### src/rtl/pwm_pkg.sv
package pwm_pkg;
  localparam int TMR_W  = 8;
  localparam int FINE_W = 2;
  localparam int DUTY_W = TMR_W + FINE_W;
  localparam int SUB_W  = 6;

  typedef struct packed {
    logic rollover;
    logic hold;
  } ctrlStrb_t;
endpackage

### src/rtl/pwm_ctrl.sv
module pwm_ctrl
  import pwm_pkg::*;
#(
  parameter int TW = TMR_W,
  parameter int FW = FINE_W,
  parameter int SW = SUB_W,
  parameter logic [TW-1:0] PERIOD_RST = '1
) (
  input  logic          clk,
  input  logic          rst_n,
  input  logic          enable,
  input  logic [1:0]    presc_sel,
  input  logic          period_wr,
  input  logic [TW-1:0] period_val,
  output ctrlStrb_t     strb,
  output logic [TW+FW-1:0] cmpVal
);
  logic [TW-1:0] tmr, tmrN, periodReg;
  logic [SW-1:0] sub, subN, lastSub;
  logic [FW-1:0] fineN;
  logic stepEnd, rollover;

  always_comb begin
    case (presc_sel)
      2'd0:    lastSub = SW'(3);
      2'd1:    lastSub = SW'(15);
      default: lastSub = SW'(63);
    endcase
  end

  assign stepEnd  = (sub >= lastSub);
  assign rollover = enable && stepEnd && (tmr == periodReg);

  always_comb begin
    if (!enable) begin
      tmrN = '0;
      subN = '0;
    end else begin
      subN = stepEnd ? '0 : sub + 1'b1;
      if (rollover)     tmrN = '0;
      else if (stepEnd) tmrN = tmr + 1'b1;
      else              tmrN = tmr;
    end
  end

  always_comb begin
    case (presc_sel)
      2'd0:    fineN = subN[1:0];
      2'd1:    fineN = subN[3:2];
      default: fineN = subN[5:4];
    endcase
  end

  always_ff @(posedge clk or negedge rst_n) begin
    if (!rst_n) begin
      tmr       <= '0;
      sub       <= '0;
      periodReg <= PERIOD_RST;
    end else begin
      tmr <= tmrN;
      sub <= subN;
      if (period_wr) periodReg <= period_val;
    end
  end

  assign strb.rollover = rollover;
  assign strb.hold     = !enable;
  assign cmpVal        = {tmrN, fineN};


  wrap_restart_chk: assert property (@(posedge clk) disable iff (!rst_n)
    rollover |=> (tmr == '0 && sub == '0));


  hold_zero_chk: assert property (@(posedge clk) disable iff (!rst_n)
    !enable |=> (tmr == '0 && sub == '0));
endmodule

### src/rtl/pwm_dp.sv
module pwm_dp
  import pwm_pkg::*;
#(
  parameter int TW = TMR_W,
  parameter int FW = FINE_W
) (
  input  logic             clk,
  input  logic             rst_n,
  input  ctrlStrb_t        strb,
  input  logic [TW+FW-1:0] cmpVal,
  input  logic             duty_wr,
  input  logic [TW-1:0]    duty_hi,
  input  logic [FW-1:0]    duty_lo,
  output logic             pwm_out,
  output logic             period_tick
);
  localparam int DW = TW + FW;
  logic [DW-1:0] dutyBuf, dutyAct;
  logic outQ, tickQ;

  always_ff @(posedge clk or negedge rst_n) begin
    if (!rst_n) begin
      dutyBuf <= '0;
      dutyAct <= '0;
      outQ    <= 1'b0;
      tickQ   <= 1'b0;
    end else begin
      if (duty_wr) dutyBuf <= {duty_hi, duty_lo};
      tickQ <= strb.rollover;
      if (strb.hold) begin
        outQ <= 1'b0;
      end else if (strb.rollover) begin
        dutyAct <= dutyBuf;
        outQ    <= (dutyBuf != '0);
      end else if (cmpVal == dutyAct) begin
        outQ <= 1'b0;
      end
    end
  end

  assign pwm_out     = outQ;
  assign period_tick = tickQ;


  tick_single_chk: assert property (@(posedge clk) disable iff (!rst_n)
    tickQ |=> !tickQ);


  zero_duty_low_chk: assert property (@(posedge clk) disable iff (!rst_n)
    (tickQ && dutyAct == '0) |-> !outQ);


  duty_hold_chk: assert property (@(posedge clk) disable iff (!rst_n)
    !strb.rollover |=> $stable(dutyAct));


  disable_low_chk: assert property (@(posedge clk) disable iff (!rst_n)
    strb.hold |=> !outQ);


  wrap_high_chk: assert property (@(posedge clk) disable iff (!rst_n)
    (tickQ && dutyAct != '0) |-> outQ);
endmodule

### src/rtl/pwm_dbuf.sv
module pwm_dbuf
  import pwm_pkg::*;
#(
  parameter int TW = TMR_W,
  parameter int FW = FINE_W
) (
  input  logic          clk,
  input  logic          rst_n,
  input  logic          enable,
  input  logic [1:0]    presc_sel,
  input  logic          period_wr,
  input  logic [TW-1:0] period_val,
  input  logic          duty_wr,
  input  logic [TW-1:0] duty_hi,
  input  logic [FW-1:0] duty_lo,
  output logic          pwm_out,
  output logic          period_tick
);
  ctrlStrb_t strb;
  logic [TW+FW-1:0] cmpVal;

  pwm_ctrl #(.TW(TW), .FW(FW)) ctrl_i (
    .clk(clk), .rst_n(rst_n), .enable(enable), .presc_sel(presc_sel),
    .period_wr(period_wr), .period_val(period_val),
    .strb(strb), .cmpVal(cmpVal)
  );

  pwm_dp #(.TW(TW), .FW(FW)) dp_i (
    .clk(clk), .rst_n(rst_n), .strb(strb), .cmpVal(cmpVal),
    .duty_wr(duty_wr), .duty_hi(duty_hi), .duty_lo(duty_lo),
    .pwm_out(pwm_out), .period_tick(period_tick)
  );
endmodule

### config.mk
export PLATFORM = sky130hd
export DESIGN_NAME = pwm_dbuf
export DESIGN_NICKNAME = d
export VERILOG_FILES = /design/src/rtl/pwm_pkg.sv /design/src/rtl/pwm_ctrl.sv /design/src/rtl/pwm_dp.sv /design/src/rtl/pwm_dbuf.sv
export SDC_FILE = /design/constraint.sdc
export NUM_CORES = 1
export LEC_CHECK = 0
export BUFFER_PORTS_ARGS = -buffer_cell sky130_fd_sc_hd__buf_4
export CAP_MARGIN = 20
export CORE_AREA = 8 8 90 92
export DETAILED_ROUTE_END_ITERATION = 6
export DIE_AREA = 0 0 98 100
export REMOVE_ABC_BUFFERS = 1
export SLEW_MARGIN = 20
export SYNTH_ARGS = -nofsm -noshare
export SYNTH_HDL_FRONTEND = slang
export SYNTH_HIERARCHICAL = 1
export SYNTH_SLANG_ARGS = --single-unit
### constraint.sdc
create_clock -name clk -period 3.1 [get_ports clk]
set_clock_uncertainty 0.05 [all_clocks]
set_input_delay 0 -clock clk [delete_from_list [all_inputs] [get_ports clk]]
set_output_delay 0 -clock clk [all_outputs]
set_load 0.02 [all_outputs]
# ---- After elaboration in Yosys (flattened, before gate mapping)
# Index checks and enable logic that the tools add are counted.
dict set report word_totals {
  reg_bits 44
  input_bits 25
  output_inout_bits 2
  word_cells 29
}
dict set report op_classes {
  addsub 2
  order_cmp 1
  eq_ne 4
  n_mux 10
  n_reduce_logical 5
}
# operator n
set ops {}
lappend ops {{$mux W8} 3}
lappend ops {{$mux W6} 2}
lappend ops {{$pmux W6 S2} 1}
lappend ops {{$eq A10 B10 Y1} 1}
lappend ops {{$reduce_bool A10 Y1} 1}
lappend ops {{$add A8 B1 Y8 const B} 1}
lappend ops {{$eq A8 B8 Y1} 1}
lappend ops {{$add A6 B1 Y6 const B} 1}
lappend ops {{$ge A6 B6 Y1} 1}
lappend ops {{$pmux W2 S2} 1}
lappend ops {{$mux W1} 3}
lappend ops {{$ne A3 B1 Y1 const B} 1}
lappend ops {{$eq A2 B1 Y1 const B} 1}
lappend ops {{$logic_and A1 B1 Y1} 2}
lappend ops {{$logic_not A2 Y1} 1}
lappend ops {{$reduce_and A2 Y1} 1}

# ---- Longest topological paths before layout
# Gate-level depths: netlist (run 1).
dict set report depth {
  ltp_word 11
  mapped_depth 12
  ltp_nobuf 11
}

# ---- Modules after synthesis
# Netlist (run 1), hierarchy kept.
# mod instances cells_each area_per_inst_um2 seq_area_each_um2
set by_module_without_submodules {}
lappend by_module_without_submodules {pwm_ctrl 1 135 1315.0 560.5}
lappend by_module_without_submodules {pwm_dp 1 63 945.9 550.5}

# ---- Least setup slack after synthesis (run 1)
# OpenSTA, ideal clock, no wires.
dict set report synth_path {
  path_type {register to register}
  from {register ctrl_i.sub[4]}
  to {register dp_i.outQ, in the netlist dp_i/pwm_out}
  setup_time_ns 0.132
  arrival_time_ns 2.191
  required_time_ns 2.918
  setup_slack_ns 0.727
  path_stages_with_launch 12
  path_buffers 1
  synth_period_minus_slack_ns 2.373
  path_cell_list {dfrtp_1 > ha_1 > or2_2 > a21oi_1 > or2_1 > buf_6 > nand2_4 > o21ba_2 > xnor2_1 > nand4_1 > o41ai_1 > a21oi_1}
}
dict set report synth_between {
  word_cells_on_any_way 14
  classes_between {add/sub: 1; order compare: 1; eq/ne: 2; mux: 8; reduce/logical: 2}
}
# element line_no
set synth_rtl {}
lappend synth_rtl {{start: declaration} pwm_ctrl.sv:19} ;# logic [SW-1:0] sub, subN, lastSub;
lappend synth_rtl {{start signal: assignment} pwm_ctrl.sv:61} ;# sub <= subN;
lappend synth_rtl {{$add A6 B1 Y6 / $ge A6 B6 Y1 (equally long branches)} {pwm_ctrl.sv:39, pwm_ctrl.sv:31}}
lappend synth_rtl {{$mux W6 *} pwm_ctrl.sv:39} ;# subN = stepEnd ? '0 : sub + 1'b1;
lappend synth_rtl {{$mux W6 *} pwm_ctrl.sv:35} ;# if (!enable) begin
lappend synth_rtl {{$pmux W2 S2 *} pwm_ctrl.sv:47} ;# case (presc_sel)
lappend synth_rtl {{net cmpVal[1]} pwm_dbuf.sv:20} ;# logic [TW+FW-1:0] cmpVal;
lappend synth_rtl {{$eq A10 B10 Y1 *} pwm_dp.sv:35} ;# end else if (cmpVal == dutyAct) begin
lappend synth_rtl {{$ne A3 B1 Y1 (no source line) *} n/a}
lappend synth_rtl {{end signal: assignment} pwm_dp.sv:34} ;# outQ <= (dutyBuf != '0);
lappend synth_rtl {{end: declaration} pwm_dp.sv:19} ;# logic outQ, tickQ;
# Mark *: on every way through the listed nets, which the timed path passes. The rest lies on a longest branch.
# A chain may end at the register's enable or synchronous reset.

# ---- Worst setup path after layout (run 1)
dict set report layout_path {
  from {register ctrl_i.sub[4]}
  to {register dp_i.outQ, in the netlist dp_i/pwm_out}
}
dict set report layout_between {
  elab_chain_cells 7
  word_cells_on_any_way 14
  classes_between {add/sub: 1; order compare: 1; eq/ne: 2; mux: 8; reduce/logical: 2}
}
# element line_no
set layout_rtl {}
lappend layout_rtl {{$ge A6 B6 Y1 *} pwm_ctrl.sv:31} ;# assign stepEnd = (sub >= lastSub);
lappend layout_rtl {{$logic_and A1 B1 Y1 (2 in series)} pwm_ctrl.sv:32} ;# assign rollover = enable && stepEnd && (tmr == periodReg);
lappend layout_rtl {{$mux W8 *} pwm_ctrl.sv:40} ;# if (rollover) tmrN = '0;
lappend layout_rtl {{$mux W8 *} pwm_ctrl.sv:35}
lappend layout_rtl {{net cmpVal[4]} pwm_dbuf.sv:20}
lappend layout_rtl {{$eq A10 B10 Y1 *} pwm_dp.sv:35}
lappend layout_rtl {{$ne A3 B1 Y1 (no source line) *} n/a}
# Marks and branches as above.

==> results, run 1 <==
- The run finished with clean final reports.
- The number of max-cap violations is 0.
- Ranked by total cell area, the synthesized netlist is headed by sky130_fd_sc_hd__dfrtp_1, sky130_fd_sc_hd__mux2_2, sky130_fd_sc_hd__dfstp_2, sky130_fd_sc_hd__xnor2_1, sky130_fd_sc_hd__nand4_1.
- The wire length per cell after detailed routing is about 14 um.
- The clock passes through at most 2 buffers.
- By instance count, the cell type seen most on the critical path is sky130_fd_sc_hd__a21oi_1.
- For the pin with the worst max-slew slack, the measured transition is 0.552 ns.
- The number of global-route vias before repair was ~1800.
- The tree is rooted in a sky130_fd_sc_hd__clkbuf_8.
- Counting flops and latches in the post-synthesis netlist gives 44.
- The global placer's final weighted congestion is just under 0.8.
- For this design, the slowest cell found on the critical path is sky130_fd_sc_hd__dfrtp_1.
- Setup repair after global routing left no endpoint under its margin.
- The portion of synthesized cell area occupied by the leading cell type is between 30% and 40%.
- The initial antenna violation count is 0.
- The net total in the final layout is 292.
- Leaving out fill and tap cells, the most frequent cells in the layout are sky130_fd_sc_hd__dlygate4sd3_1, sky130_fd_sc_hd__dfrtp_1, sky130_fd_sc_hd__buf_4, sky130_fd_sc_hd__mux2_2, sky130_fd_sc_hd__xnor2_1.
- Setup violations remaining at the end of the flow were counted as 0.
- The critical path goes through ha_1 > or2_2 > a21oi_1 > or2_1 > nand2_1 > a31oi_1 > xnor2_1 > nand4_1 > o41ai_1 > a21oi_1.
- The pin count of the biggest net entering global routing is 45.
- The start-to-end type of the worst setup path is flop to flop.
- Of the synthesized area, sequential elements account for between 40% and 50%.
- The gate count of the mapped netlist is between 150 and 200.
- The count of nets left with antenna violations once routing finished came out at 0.
- Clock tree synthesis inserted a total of 5 buffers.
- Yosys mapped the design onto 42 distinct sky130hd cell types.
- The type of the worst min-delay path is input port to asynchronous set/reset pin.
- For this run, the slowest stage of the critical path takes 0.40 ns.
- In this run the worst path has a maximum fanout of 9.
- After layout, the minimum clock period comes to 2.69 ns.
- In this run the critical register-to-register path is captured at dp_i/pwm_out.
- The largest total area in the synthesized netlist belongs to sky130_fd_sc_hd__dfrtp_1.
- The post-cts resize count is 0.
- The final-report max-slew violation count is 0.
- The core region area is ~6600 um^2.
- The number of design-rule violations left by the first detailed-router iteration is 113.
- Leaving out filler cells and counting taps, the final layout contains roughly 340.
- The critical path contains buffers and inverters numbering 0 combined.
- The H-tree generated during clock tree synthesis spans 2 levels.
- The critical path startpoint category is a flop.
- CTS saw 44 sinks.
- The total count of hold-check failures in the final report is 0.
- Static timing analysis puts the maximum clock frequency at around 370 MHz.
- The floorplan step set the die width to between 90 and 100 um.
- The first detailed-routing pass took 4 iterations.
- Global routing used between 10 and 15% of the available tracks across all layers.
- The family with the most delay on the worst path is compound AO/OA/AOI/OAI gates.
- The worst slew margin relative to its limit is between 60% and 70%.
- The row count is 30.
- Clock-pin slew was measured on the worst setup and hold paths at 0.09 ns.
- The number of buffers inserted by port buffering is 26.
- The routed via count is 1725.
- The repair_antennas step left the layout with diodes totalling 0.
- The initial core utilization is 34.0%.
- After synthesis the cells add up to between 2000 and 2500 um^2.
- The worst-case IR drop observed on VDD is roughly 0.27 mV.
- The launching instance or port of the critical path is ctrl_i/sub[4].
- Measured in cells, the most critical reg-to-reg path has a length of 10.
- During synthesis, Yosys emitted a total of 6 warnings.
- The portion of the clock cycle consumed by the worst path in the final layout is 86.7%.
- The critical path required time is ~3.2 ns.
- The clock insertion delay at the later pin of the skew report is 0.30 ns.
- The HPWL after detailed placement is about 3.3 mm.
- Counting tap cells, the placed design contains a total of roughly 300 instances.
- The register-to-register path setup slack is 0.41 ns.
- The number of ports placed on the die boundary is 27.
- The layout filler cell count is roughly 620.
- At the worst endpoint, the arrival time is 2.82 ns.
- The most used flip-flop cell after synthesis is sky130_fd_sc_hd__dfrtp_1.
- The area of all placed cells without fillers is between 2000 and 3000 um^2.
- The power density over the cells is about 390 nW/um^2.
- The proportion of register bits with asynchronous set or reset after synthesis is 100%.
- The die covers 9800 um^2.
- After detailed placement, the total cell area comes to approximately 2500 um^2.
- The die is 100 um tall.
- For this run the aggregate overflow at the end of global routing stands at 0.
- The post-detailed-routing wire length is between 4 and 5 mm.
- The worst register-to-register path begins at ctrl_i/sub[4].
- The first global-routing pass estimated 8.66 mm of wire.
- In this run the mean area of a mapped cell was approximately 11 um^2.
- The utilization after layout is a little under half.
- TritonCTS built the clock tree.
- Relative to the synthesized area, the layout overhead comes to 32.6%.
- The average via count per standard cell is roughly 5.0.
- The commonest non-fill, non-tap cell in the layout is sky130_fd_sc_hd__dlygate4sd3_1.
- The layout cell share with drive strength beyond 1 is 30.3%.
- Summed over all failing endpoints, the final setup total negative slack is 0 ns.
- The count of flip-flops with a built-in enable after synthesis is 0.
- The number of DRC violations after detailed routing is 0.
- The reported leakage power is 1.29 nW.
- STA classifies the critical path endpoint as a flop.
## flip-flops by register name, summed over array words and instances (netlist names)
name / flops
dp_i/dutyAct: 10
ctrl_i/sub: 6
ctrl_i/tmr: 8
dp_i/period_tick: 1
dp_i/dutyBuf: 10
ctrl_i/periodReg: 8
dp_i/pwm_out: 1
## where the power goes
part / switching, W / total, W / leakage, nW / internal, W
registers: 0.0000232 / 0.000632 / 0.562 / 0.000609
logic: 0.0000618 / 0.000170 / 0.689 / 0.000108
clock network: 0.000199 / 0.000379 / 0.0434 / 0.000180
## stage by stage
stage / total power [W] / hold WS (ns) / setup WS (ns)
after floorplan: 0.000699 / -0.346 / 0.654
after global placement: 0.000757 / -0.0228 / 0.506
after detailed placement: 0.000759 / -0.0218 / 0.409
after CTS: 0.00119 / 0.187 / 0.388
after global routing: 0.00124 / 0.233 / 0.227
final: 0.00118 / 0.172 / 0.411
## cell families after synthesis
kind of cell               count (synthesis)  share of synthesized area, %
AOI/OAI and AO/OA                         16                          5.92
xor gates and xnor gates                  22                          8.52
adders and majority gates                  4                          2.21
buffers and inverters                     10                          2.60
DFF                                       44                          49.1
muxes                                     28                          13.9
and+or+nand+nor                           74                          17.7
## cell usage after synthesis, types with 3 or more instances
library cell	count
sky130_fd_sc_hd__dfrtp_1	36
sky130_fd_sc_hd__mux2_2	27
sky130_fd_sc_hd__xnor2_1	17
sky130_fd_sc_hd__nor2_1	16
sky130_fd_sc_hd__nand3_1	13
sky130_fd_sc_hd__nand4_1	12
sky130_fd_sc_hd__nand2_1	11
sky130_fd_sc_hd__dfstp_2	8
sky130_fd_sc_hd__xor2_1	5
sky130_fd_sc_hd__a21oi_1	4
sky130_fd_sc_hd__and3_1	4
sky130_fd_sc_hd__ha_1	4
sky130_fd_sc_hd__clkbuf_1	3
sky130_fd_sc_hd__nor2b_1	3
## metal layers
layer	global-route usage, %	up-vias	share of wire, %
li1	-	841	-
met1	12.8	851	45
met2	18.3	25	50
met3	2.21	8	2.9
met4	5.04	0	1.8
met5	0	-	0
## cell type report
class | count | area, um^2 | share of cell area, %
sequential | 44 | 1110 | 37.1
multi-input combinational | 144 | 1090 | 36.4
timing repair buffer | 66 | 591 | 19.7
tap | 80 | 100 | 3.34
clock buffer | 6 | 82.6 | 2.75
clock inverter | 2 | 15.0 | 0.501
inverter | 2 | 7.51 | 0.250
## what timing repair did
item                                    CTS  global route
endpoints found under the hold margin    58             0
setup buffers                             0             0
endpoints found under the setup margin    0             0
hold buffers                             38             0
## worst max-delay path by stage
stage / end / slack [ns] / cells after the start
after detailed placement: dp_i/pwm_out / 0.41 / 10
after global routing: dp_i/pwm_out / 0.23 / 10
after CTS: dp_i/pwm_out / 0.39 / 10
after floorplan: dp_i/dutyAct[0] / 0.65 / 7
final: dp_i/pwm_out / 0.41 / 10
after global placement: dp_i/pwm_out / 0.51 / 10
(Power assumes the default switching activity.)
==> run 2, diff against run 1 <==
--- a/config.mk
+++ b/config.mk
@@ -7,9 +7,9 @@
 export LEC_CHECK = 0
 export BUFFER_PORTS_ARGS = -buffer_cell sky130_fd_sc_hd__buf_4
 export CAP_MARGIN = 20
-export CORE_AREA = 8 8 90 92
+export CORE_AREA = 8 8 75 110
 export DETAILED_ROUTE_END_ITERATION = 6
-export DIE_AREA = 0 0 98 100
+export DIE_AREA = 0 0 83 118
 export REMOVE_ABC_BUFFERS = 1
 export SLEW_MARGIN = 20
 export SYNTH_ARGS = -nofsm -noshare
==> run 2 against run 1 <==
  * The flow now finishes with violations (hold timing)
  * Final cell count down 3.5%
  * Setup slack better by 0.038 ns
  * Combinational power is 12% lower
  * Hold slack worse by 0.17 ns
  * Clock power is 7.4% lower
  * Largest cell class unchanged
  * Sequential power about the same
  * Wire length fell by 1.3%
  * First-iteration DRC count shrank 5.3%
  * Die area hardly changed
  * Global-route usage down 0.39 points
  * Highest routed layer unchanged
  * Critical endpoint unchanged
==> results, run 2 (synthesis gave the netlist of run 1 again) <==
- The total overflow reported by the global router came to 0 (unchanged).
- The start-to-end type of the worst setup path is flop to flop.
- The maximum vdd drop was 0.201 mV (-26%).
- The floorplan die width was 83 um (-15%).
- Setup repair after global routing left no endpoint under its margin.
- The reported leakage power is 1.25 nW (-3.4%).
- The post-detailed-routing wire length is 4.82 mm (-1.3%).
- The pin count of the biggest net entering global routing is 45 (unchanged).
- The iteration count of the initial detailed-routing pass is 4 (unchanged).
- The run finished, with violations left.
- The TritonCTS clock tree is yes.
- The final number of setup-violating endpoints is 0 (unchanged).
- The number of buffers created by CTS was 5 (unchanged).
- The number of DRC violations after detailed routing is 0 (unchanged).
- The routed via count is 1685 (-2.3%).
- The transition at the pin with the smallest max-transition slack is 0.569 ns (+0.0167 ns).
- The total clock sinks came to 44 (unchanged).
- The number of global-route vias before repair is 1815 (+0.28%).
- The global placer's final weighted congestion is 0.779 (-1.6%).
- The clock insertion delay at the later pin of the skew report is 0.30 ns (about the same).
- The maximum net fanout on the critical path is 9 (unchanged).
- The type of element capturing the critical path is a flop.
- The maximum root-to-sink buffer count is 2 (unchanged).
- The average via count per standard cell is 5.08 (+1.2%).
- The largest registers in the layout are dp_i/dutyAct (10), dp_i/dutyBuf (10).
- The initial core utilization was 33.7% (-0.35 points).
- The post-route setup TNS came to 0 ns (unchanged).
- The number of max-cap violations is 0 (unchanged).
- The cell repeated most along the worst path is sky130_fd_sc_hd__a21oi_1.
- The worst setup path is launched from a flop.
- The peak clock frequency supported by timing was 377 MHz (+1.4%).
- The total global-route track usage is 10.4% (-0.39 points).
- The number of hold buffers added after cts is 27 (-29%).
- The HPWL after detailed placement is 3.47 mm (+6.0%).
- The final-report max-slew violation count came to 0 (unchanged).
- The buffer and inverter count on the worst path is 0 (unchanged).
- The delay of the slowest cell on the worst path is 0.41 ns (about the same).
- The count of antenna-violating nets left after detailed routing is 0 (unchanged).
- Compared with the post-synthesis result, the final layout area differs by 27.5%.
- The slowest cell on the critical path is sky130_fd_sc_hd__dfrtp_1.
- The total count of hold-check failures in the final report came to 1 (+1).
- The checks that failed: hold timing.
- The final antenna diode count is 0 (unchanged).
- The net total in the final layout was 282 (-3.4%).
- The number of ports placed on the die boundary is 27 (unchanged).
- The power density over the cells came to 393 nW/um^2 (-0.23%).
- Leaving out fill and tap cells, the most frequent cell in the layout is sky130_fd_sc_hd__dfrtp_1.
- The core region area is 6710 um^2 (+1.0%).
- The post-route total power is 0.00113 W (-4.1%).
- The arrival time at the worst endpoint is 2.79 ns (-0.03 ns).
- The post-cts resize count is 0 (unchanged).
- The layout cell share with drive strength beyond 1 is 31.1% (+0.80 points).
- The critical path required time came to 3.23 ns (about the same).
- The type of the worst min-delay path is input port to flop.
- The critical path goes through ha_1 > or2_2 > a21oi_1 > or2_1 > nand2_4 > o21ba_2 > xnor2_1 > nand4_1 > o41ai_1 > a21oi_1.
- The worst slew margin relative to its limit is 62.1% (-1.1 points).
- The post-route minimum period is 2.65 ns (-0.0382 ns).
- The initial antenna violation count was 0 (unchanged).
- The clock-pin slew on the worst setup and hold paths is 0.09 ns (about the same).
- The post-CTS setup buffer count came to 0 (unchanged).
- The wire length of the first global-routing pass is 8.56 mm (-1.2%).
- The library cells used most frequently in the layout, excluding fill and tap cells, are sky130_fd_sc_hd__dfrtp_1, sky130_fd_sc_hd__dlygate4sd3_1, sky130_fd_sc_hd__buf_4, sky130_fd_sc_hd__mux2_2, sky130_fd_sc_hd__xnor2_1.
- The height of the die is 118 um (+18%).
- The family with the most delay on the worst path is compound AO/OA/AOI/OAI gates.
- The row count is 37 (+23%).
- The total die area is 9790 um^2 (about the same).
- The clock root buffer is sky130_fd_sc_hd__clkbuf_8.
- The number of buffers inserted by port buffering is 26 (unchanged).
- The layout filler cell count is 650 (+4.2%).
- The number of design-rule violations left by the first detailed-router iteration is 107 (-5.3%).
- The depth of the CTS H-tree is 2 (unchanged).
- The portion of the clock cycle consumed by the worst path in the final layout was 85.5% (-1.2 points).
- The wire length per cell after detailed routing is 14.5 um (+2.3%).
- The final-layout worst hold slack is -0.000180 ns (-0.172 ns).
run 2: where the power goes:
| group | switching (W) | internal (W) |
|---|---|---|
| clock | 0.000193 | 0.000158 |
| sequential | 0.0000232 | 0.000609 |
| combinational | 0.0000588 | 0.0000911 |
| total | 0.000275 | 0.000858 |
run 2: worst paths after layout:
check | from | to | slack (ns) | cells past startpoint
max in group asynchronous | rst_n | dp_i/period_tick | 2.42 | 2
min | period_wr | ctrl_i/periodReg[6] | -0.0002 | 2
max | ctrl_i/sub[4] | dp_i/pwm_out | 0.45 | 10
min in group asynchronous | rst_n | ctrl_i/sub[0] | 0.18 | 2
min reg2reg | dp_i/dutyAct[5] | dp_i/dutyAct[5] | 0.46 | 1
max reg2reg | ctrl_i/sub[4] | dp_i/pwm_out | 0.45 | 10
run 2: through the flow:
stage,cells,setup WS (ns),util (%),instance area (um^2)
6_report,332,0.449,42.9,2880
5_1_grt,332,0.273,42.9,2880
4_1_cts,331,0.445,42.8,2870
3_5_place_dp,296,0.433,37.5,2520
3_3_place_gp,296,0.494,37.5,2520
2_1_floorplan,190,0.654,-,2210
run 2: layout make-up:
class                      count  area [um^2]  share of cell area, %
multi-input combinational    144         1090                   37.8
clock buffer                   6         72.6                   2.52
inverter                       2         7.51                  0.260
clock inverter                 2         12.5                  0.434
tap                           78         97.6                   3.39
timing repair buffer          56          490                   17.0
sequential                    44         1110                   38.5
run 2: routing by layer:
metal | global-route usage, % | vias to the layer above | routed length (um)
met1 | 11.4 | 818 | 2020
met3 | 2.22 | 7 | 155
li1 | - | 817 | -
met4 | 4.75 | 0 | 93
met2 | 18.3 | 43 | 2540
met5 | 0 | - | 0
